File: src/rtl/presd_pkg.sv
package presd_pkg;

  // Top-digit code fields {negate, double, single}
  localparam logic [2:0] TOP_ZERO = 3'b000;
  localparam logic [2:0] TOP_P1   = 3'b001;
  localparam logic [2:0] TOP_P2   = 3'b010;
  localparam logic [2:0] TOP_M1   = 3'b101;
  localparam logic [2:0] TOP_M2   = 3'b110;

  // Coefficient table contents; low n bits are meaningful
  function automatic logic [63:0] coef_value(input int k, input int n);
    logic [31:0] h;
    logic [63:0] mask;
    mask = (64'd1 << n) - 64'd1;
    h    = 32'(k) * 32'd2654435761;
    case (k)
      0:       return 64'd1 << (n - 1);
      1:       return mask;
      2:       return (64'd1 << (n - 1)) - 64'd1;
      3:       return 64'd0;
      4:       return 64'd1;
      default: return {32'd0, h} & mask;
    endcase
  endfunction

  // Recode an n-bit two's-complement value into packed signed digits
  function automatic logic [63:0] encode_coef(input logic [63:0] b, input int n,
                                              input bit hi_set);
    logic [63:0] w;
    int          c;
    int          v;
    w = '0;
    c = 0;
    for (int i = 0; i < n / 2 - 1; i++) begin
      v = 2 * int'(b[2*i+1]) + int'(b[2*i]) + c;
      if (hi_set) begin
        case (v)
          0:       begin w[2*i +: 2] = 2'b00; c = 0; end
          1:       begin w[2*i +: 2] = 2'b10; c = 0; end
          2:       begin w[2*i +: 2] = 2'b11; c = 0; end
          3:       begin w[2*i +: 2] = 2'b01; c = 1; end
          default: begin w[2*i +: 2] = 2'b00; c = 1; end
        endcase
      end else begin
        case (v)
          0:       begin w[2*i +: 2] = 2'b00; c = 0; end
          1:       begin w[2*i +: 2] = 2'b01; c = 0; end
          2:       begin w[2*i +: 2] = 2'b11; c = 1; end
          3:       begin w[2*i +: 2] = 2'b10; c = 1; end
          default: begin w[2*i +: 2] = 2'b00; c = 1; end
        endcase
      end
    end
    v = -2 * int'(b[n-1]) + int'(b[n-2]) + c;
    case (v)
      -2:      w[n-2 +: 3] = TOP_M2;
      -1:      w[n-2 +: 3] = TOP_M1;
      1:       w[n-2 +: 3] = TOP_P1;
      2:       w[n-2 +: 3] = TOP_P2;
      default: w[n-2 +: 3] = TOP_ZERO;
    endcase
    return w;
  endfunction

endpackage

File: src/rtl/presd_coef_rom.sv
module presd_coef_rom #(
  parameter int N      = 16,
  parameter int IDX_W  = 4,
  parameter bit HI_SET = 1'b0
) (
  input  logic [IDX_W-1:0] idx,
  output logic [N:0]       word
);
  localparam int DEPTH = 1 << IDX_W;
  localparam int WW    = N + 1;

  logic [DEPTH-1:0][WW-1:0] table_q;

  for (genvar k = 0; k < DEPTH; k++) begin : g_entry
    localparam logic [63:0] ENC =
      presd_pkg::encode_coef(presd_pkg::coef_value(k, N), N, HI_SET);
    assign table_q[k] = ENC[WW-1:0];
  end

  assign word = table_q[idx];
endmodule

File: src/rtl/presd_ppgen.sv
module presd_ppgen #(
  parameter int N      = 16,
  parameter bit IS_TOP = 1'b0,
  parameter bit HI_SET = 1'b0,
  parameter int CW     = IS_TOP ? 3 : 2
) (
  input  logic [CW-1:0]  code,
  input  logic [N-1:0]   opa,
  output logic [2*N-1:0] row,
  output logic           neg
);
  localparam int PW = 2 * N;

  logic          sel1;
  logic          sel2;
  logic [N:0]    mag;
  logic [PW-1:0] ext;

  if (IS_TOP) begin : g_top
    always_comb begin
      neg  = code[CW-1];
      sel2 = code[1];
      sel1 = code[0];
    end
  end else begin : g_low
    always_comb begin
      sel1 = code[1] ^ code[0];
      sel2 = code[1] & code[0];
      if (code == 2'b00)      neg = 1'b0;
      else if (code == 2'b01) neg = HI_SET;
      else                    neg = ~HI_SET;
    end
  end

  always_comb begin
    if (sel2)      mag = {opa, 1'b0};
    else if (sel1) mag = {opa[N-1], opa};
    else           mag = '0;
    ext = {{(N-1){mag[N]}}, mag};
    row = neg ? ~ext : ext;
  end
endmodule

File: src/rtl/presd_sum.sv
module presd_sum #(
  parameter int N  = 16,
  parameter int ND = N / 2
) (
  input  logic [ND-1:0][2*N-1:0] rows,
  input  logic [ND-1:0]          negs,
  output logic [2*N-1:0]         total
);
  localparam int PW = 2 * N;

  always_comb begin
    total = '0;
    for (int i = 0; i < ND; i++) begin
      total = total + (rows[i] << (2 * i)) + (PW'(negs[i]) << (2 * i));
    end
  end
endmodule

File: src/rtl/presd_mult.sv
module presd_mult #(
  parameter int N      = 16,
  parameter int IDX_W  = 4,
  parameter bit HI_SET = 1'b0
) (
  input  logic             clk,
  input  logic             rst_n,
  input  logic             in_valid,
  input  logic [IDX_W-1:0] in_coef_idx,
  input  logic [N-1:0]     in_data,
  output logic             out_valid,
  output logic [2*N-1:0]   out_product
);
  localparam int ND = N / 2;
  localparam int PW = 2 * N;

  logic [1:0]            rst_sync;
  logic                  rst_q;
  logic [N:0]            rom_word;
  logic [ND-1:0][PW-1:0] rows;
  logic [ND-1:0]         negs;
  logic [PW-1:0]         sum;
  logic                  valid_d;
  logic [PW-1:0]         prod_d;

  always_ff @(posedge clk or negedge rst_n) begin
    if (!rst_n) rst_sync <= 2'b00;
    else        rst_sync <= {rst_sync[0], 1'b1};
  end
  assign rst_q = rst_sync[1];

  presd_coef_rom #(.N(N), .IDX_W(IDX_W), .HI_SET(HI_SET)) u_rom (
    .idx  (in_coef_idx),
    .word (rom_word)
  );

  for (genvar i = 0; i < ND; i++) begin : g_pp
    if (i == ND - 1) begin : g_msd
      presd_ppgen #(.N(N), .IS_TOP(1'b1), .HI_SET(HI_SET)) u_pp (
        .code (rom_word[2*i +: 3]),
        .opa  (in_data),
        .row  (rows[i]),
        .neg  (negs[i])
      );
    end else begin : g_lsd
      presd_ppgen #(.N(N), .IS_TOP(1'b0), .HI_SET(HI_SET)) u_pp (
        .code (rom_word[2*i +: 2]),
        .opa  (in_data),
        .row  (rows[i]),
        .neg  (negs[i])
      );
    end
  end

  presd_sum #(.N(N), .ND(ND)) u_sum (
    .rows  (rows),
    .negs  (negs),
    .total (sum)
  );

  always_comb begin
    valid_d = in_valid;
    prod_d  = in_valid ? sum : out_product;
  end

  always_ff @(posedge clk or negedge rst_q) begin
    if (!rst_q) begin
      out_valid   <= 1'b0;
      out_product <= '0;
    end else begin
      out_valid   <= valid_d;
      out_product <= prod_d;
    end
  end
endmodule

File: config.mk
export PLATFORM = sky130hd
export DESIGN_NAME = presd_mult
export DESIGN_NICKNAME = d
export VERILOG_FILES = /design/src/rtl/presd_pkg.sv /design/src/rtl/presd_coef_rom.sv /design/src/rtl/presd_ppgen.sv /design/src/rtl/presd_sum.sv /design/src/rtl/presd_mult.sv
export SDC_FILE = /design/constraint.sdc
export NUM_CORES = 1
export LEC_CHECK = 0
export BUFFER_PORTS_ARGS = -buffer_cell sky130_fd_sc_hd__buf_2
export CAP_MARGIN = 20
export CORE_MARGIN = 2
export CORE_UTILIZATION = 58
export DETAILED_ROUTE_END_ITERATION = 7
export GPL_TIMING_DRIVEN = 0
export PLACE_DENSITY_LB_ADDON = 0.25
export SYNTH_ARGS = -nofsm -noshare
export SYNTH_HDL_FRONTEND = slang
export SYNTH_SLANG_ARGS = --single-unit
File: constraint.sdc
create_clock -name clk -period 1 [get_ports clk]
set_input_delay 0.1 -clock clk [delete_from_list [all_inputs] [get_ports clk]]
set_output_delay 0.1 -clock clk [all_outputs]
set_load 0.03 [all_outputs]
==> metrics, run 1 <==
crit path max-delay cell type=fa_2; Die Y=133 um; mux contribution to synthesized area=0.0367; Pre-antenna DRT Iters=6; ANT nets after route=0; WL final=33900 um; CTS tree=built; post-DP HPWL=about 23000 um; crit share post-route=5.59; worst path arrival time=5770 ps; maximum fanout along the worst path=8; count of pins over their slew limit=0; Hold Crit Class=input port to asynchronous set/reset pin; minimum clock period=5590 ps; worst skew pair latency=between 200 and 300 ps; max incr delay on CP=550 ps; die width=133 um; final worst clock skew=roughly 4 ps; CP endpoint kind=register; Adder-Cell Fraction of Synth Area=0.344; initial DRC count=approximately 840; n_diodes=0; most frequent cells in the layout=nand2_1, inv_1, xnor2_1; global-route wire length before repair=roughly 49000 um; cell area after synthesis=0.00969 mm2; H-tree depth=2; largest net degree at the start of global routing=34; gpl congestion=~1; Post-synth EDFFs=0; Ports=56; clock sink count=35; setup_tns=-120080 ps; nets@finish=1599; highest clock rate=0.179 GHz; main combinational cell family by area after synthesis=adder cells; vias in the first global route=roughly 9300; final worst slack=-4590 ps; commonest non-fill, non-tap cell in the layout=nand2_1; fraction of layout cells with a size suffix above 1=0.340; grt ovf=0; CP Launch Type=input port; IO Port Bufs=54; library cells used by synthesis=52; cells after synthesis=1248; Synth async-reset ratio=1.00; GR peak layer=met2; Initial Utilization=0.588; clock tree buffer depth=2; sequential area share after synthesis=0.0904; simple-gate share of the synthesized area=0.138; final hold vios=0; failing checks=negative setup slack; worst-margin pin slew=~1100 ps; M1 GR Usage=0.469; register area=880 um2; Core ar.=0.0165 mm2; initial antenna violation count=0; fillers=1089; outcome=finished, violations left; RSZ-0062 raised after global routing=yes; Synthesized Nets=1469; DRC Markers=0; Yosys reg bits=35; YS warnings=0; aggregate global-route resource usage=0.353; root buffer cell=clkbuf_16; Final setup viols=32; most frequent CP cell=buf_6; Max Cap Viol=0; Synth Area in Compound Gates=0.139; Worst Path Required=1170 ps; Row Count=47; XOR/XNOR Fraction of Synth Area=0.147; slew margin rel.=0.235; commonest register cell after synthesis=dfrtp_1; vias post-DR=9447; Worst Setup Path Type=input port to register; GRT met2 Usage=0.567; area of the multi-input gates=0.00940 mm2; detail-routed net length per standard cell=21.2 um; Num CTS Buffers=5; Vias/cell=5.91; GR Util met3=0.0727; Area growth syn-to-layout=35.2%; Synth Area per Inst=roughly 7.8 um2; Reg clk slew, reported paths=60 ps; full die area=0.0178 mm2
## registers in the layout, summed over array words and instances (netlist names)
name and count:
out_product 32, out_valid 1, rst_sync 2
## cell type report
class | count | area share
clock inverters | 3 | 0.00334
clock buffers | 5 | 0.00955
repair buffers | 138 | 0.0816
plain buffers | 70 | 0.0488
flip-flops and latches | 35 | 0.0671
well taps | 220 | 0.0210
multi-input cells | 952 | 0.718
inverters | 176 | 0.0511
## kinds of logic (layout without fill, tap and decap cells)
family / count (synthesis) / count (layout)
other cells: 1 / 1
simple gates: 323 / 323
flops: 35 / 35
fa+ha+maj: 198 / 198
xor+xnor: 162 / 162
buf+inv: 261 / 392
mux: 31 / 31
compound gates: 237 / 237
## path summary, 6_finish.rpt
path                                             start  slack [ps]                     endpoint  depth (start not counted)
max                                     in_coef_idx[0]       -4590  out_product[17]$_DFFE_PN0P_                         27
min                                              rst_n         120        rst_sync[1]$_DFF_PN0_                          2
max reg2reg                out_product[28]$_DFFE_PN0P_         200  out_product[28]$_DFFE_PN0P_                          2
min reg2reg                      rst_sync[1]$_DFF_PN0_         300  out_product[22]$_DFFE_PN0P_                          0
max in group asynchronous        rst_sync[1]$_DFF_PN0_         350   out_product[9]$_DFFE_PN0P_                          0
min in group clk                              in_valid         170  out_product[28]$_DFFE_PN0P_                          3
## cells in the mapped netlist (5+ instances only)
library cell,number,share of area
a31oi_1,6,0.0039
dfrtp_1,35,0.090
nand4_1,10,0.0065
o21ai_0,110,0.057
and3_1,18,0.012
xor2_1,36,0.033
buf_2,15,0.0077
xnor2_1,125,0.11
fa_1,114,0.24
nand2b_1,5,0.0032
o21bai_1,5,0.0039
nand2_1,217,0.084
a21oi_1,84,0.043
clkbuf_1,64,0.025
nand3_1,8,0.0041
nor2_1,55,0.021
a21o_1,5,0.0039
mux2_2,26,0.030
inv_1,175,0.068
ha_1,84,0.11
## per-stage QoR
step	std cells	hold slack, ps	setup slack, ps	cell area, um2	utilization
floorplan	1248	-196	-4580	10400	-
global placement	1522	-113	-5380	11000	0.667
detailed placement	1522	-112	-5510	11000	0.667
CTS	1563	116	-4530	12000	0.731
global route	1599	136	-4750	13100	0.796
finish	1599	121	-4590	13100	0.796
## routing by layer
metal  share of wire  vias up
li1                -     4210
met1            0.38     4534
met2            0.47      548
met3           0.096      155
met4           0.053        0
met5               0        -
## what timing repair did
| action | in CTS | in global routing |
|---|---|---|
| hold endpoints to repair | 3 | 0 |
| resized for setup | 153 | 212 |
| buffers inserted | 41 | 39 |
| pin swaps | 75 | 89 |
| endpoints found under the setup margin | 32 | 65 |
| cloned | 2 | 2 |
| hold buffers | 2 | 0 |
## worst max-delay path, delay by kind of cell
family	cells	cell delay, ps
muxes	1	260
xor gates and xnor gates	2	250
adders and majority gates	7	2910
AOI/OAI and AO/OA	4	860
and+or+nand+nor	5	400
buffers and inverters	8	980
Power of run 1 is left out: the tool's default activity adds up to more than one toggle a clock period on the data nets, which glitch-free logic cannot reach.
==> run 2: changes to the inputs <==
CORE_ASPECT_RATIO = 1.75   (was not set)
==> run 2 against run 1 <==
The run still ends with negative setup slack left. Wire length grew 7.0%. Final cell count up 0.88%. Clock skew decreased by 1.6 ps. Critical endpoint is now out_product[29]$_DFFE_PN0P_.
==> metrics, run 2 (synthesis results as in run 1) <==
outcome=finished, violations left; failing checks=negative setup slack; Core ar.=0.0164 mm2; maximum fanout along the worst path=6; count of pins over their slew limit=0; nets@finish=about 1600; highest clock rate=0.176 GHz; post-DP HPWL=roughly 25000 um; Worst Path Required=1180 ps; Reg clk slew, reported paths=roughly 50 ps; Final Non-Filler Cells=~1600; CP endpoint kind=register; crit share post-route=5.67; initial antenna violation count=1; IO Port Bufs=54; commonest non-fill, non-tap cell in the layout=nand2_1; root buffer cell=clkbuf_16; WL final=36300 um; Initial Utilization=0.592; max reg flops=32; Util after Layout=0.793; final worst slack=-4670 ps; Placed Cells=1526; initial DRC count=664; vias post-DR=9620; Ports=56; Pre-antenna DRT Iters=7; Max Cap Viol=0; slew margin rel.=0.332; fillers=around 1100; global-route wire length before repair=roughly 50000 um; n_diodes=0; final worst clock skew=2.52 ps; RSZ-0062 raised after global routing=yes; fraction of layout cells with a size suffix above 1=0.325; minimum clock period=5670 ps; aggregate global-route resource usage=0.372; gpl congestion=between 1 and 1.5; full die area=roughly 0.018 mm2; Largest regs=out_product: 32 flops, rst_sync: 2 flops, out_valid: 1 flops; Row Count=62; CTS tree=built; largest net degree at the start of global routing=34; Vias/cell=5.96; worst skew pair latency=300 ps; Worst Reg2Reg Path Length in Cells=1; Die Y=175 um; worst path arrival time=5850 ps; detail-routed net length per standard cell=22.5 um; Biggest register=out_product; final hold vios=0; Worst Setup Path Type=input port to register; clock sink count=35; ANT nets after route=0; grt ovf=0; H-tree depth=2; vias in the first global route=about 9000; most frequent cells in the layout=nand2_1, inv_1, xnor2_1; Hold Crit Class=input port to asynchronous set/reset pin; Final setup viols=33; worst-margin pin slew=1000 ps; clock tree buffer depth=2; Num CTS Buffers=5; die width=102 um; CP Launch Type=input port; Area growth syn-to-layout=34.0%; DRC Markers=0
==> run 2: cell types whose count changed in the layout (fill, tap and decap cells not counted), sizes merged <==
cell    delta
buf       +10
clkbuf     +2
bufinv     -1
clkinv     -1
==> run 2: stage by stage <==
step	hold WS (ps)	worst slack (ps)	TNS, ps	area (um2)
2_1_floorplan	-196	-4580	-117730	10400
3_3_place_gp	-115	-5500	-142670	11000
3_5_place_dp	-114	-5560	-144000	11000
4_1_cts	120	-4630	-119200	12100
5_1_grt	125	-4830	-126430	13000
6_report	119	-4670	-121900	13000
==> run 2: area by class of cell <==
class,instances,area (um2),area share
buffer,71,627,0.0483
clock inverter,1,5.00,0.000386
tap,224,280,0.0216
multi-input combinational,952,9280,0.715
inverter,176,667,0.0514
sequential,35,877,0.0676
clock buffer,7,143,0.0110
timing repair buffer,147,1100,0.0845
==> run 2: layer usage <==
| metal | global-route usage | up-vias | share of wire |
|---|---|---|---|
| met3 | 0.0428 | 198 | 0.072 |
| met4 | 0.231 | 2 | 0.087 |
| met1 | 0.411 | 4658 | 0.34 |
| met5 | 0 | - | 0.00036 |
| met2 | 0.660 | 520 | 0.50 |
| li1 | - | 4242 | - |
==> run 2: worst paths after layout <==
kind / startpoint / to / slack, ps
hold reg to reg: rst_sync[1]$_DFF_PN0_ / out_product[1]$_DFFE_PN0P_ / 330
max in group asynchronous: rst_sync[1]$_DFF_PN0_ / out_product[31]$_DFFE_PN0P_ / 180
setup / recovery: in_coef_idx[0] / out_product[29]$_DFFE_PN0P_ / -4670
min in group clk: in_valid / out_product[28]$_DFFE_PN0P_ / 210
hold / removal: rst_n / rst_sync[1]$_DFF_PN0_ / 120
setup reg to reg: out_product[22]$_DFFE_PN0P_ / out_product[22]$_DFFE_PN0P_ / 100
==> run 2: worst max-delay path, cell delays in order <==
cell and delay, ps:
buf_12 90, clkinvlp_4 130, ha_4 350, o21ai_4 60
a22o_4 240, buf_12 130, ha_4 240, clkbuf_16 150
buf_4 130, buf_4 130, nand2_2 70, o21ai_2 70
xnor2_2 140, fa_1 490, inv_1 50, fa_1 480
fa_1 550, inv_1 60, fa_1 540, inv_1 60
ha_4 330, nand2_2 120, o21ai_4 230, a21oi_1 110
o21ai_1 230, a31oi_1 100, xnor2_1 190, mux2_4 270
==> run 2: repair_timing <==
action                                  CTS  global route
hold buffers                              2             0
resized for setup                       153           159
hold endpoints to repair                  3             0
pin swaps                                67            96
endpoints found under the setup margin   32            32
buffers inserted                         48            43
gates cloned                              0             1
Power of run 2 is left out for the same reason.
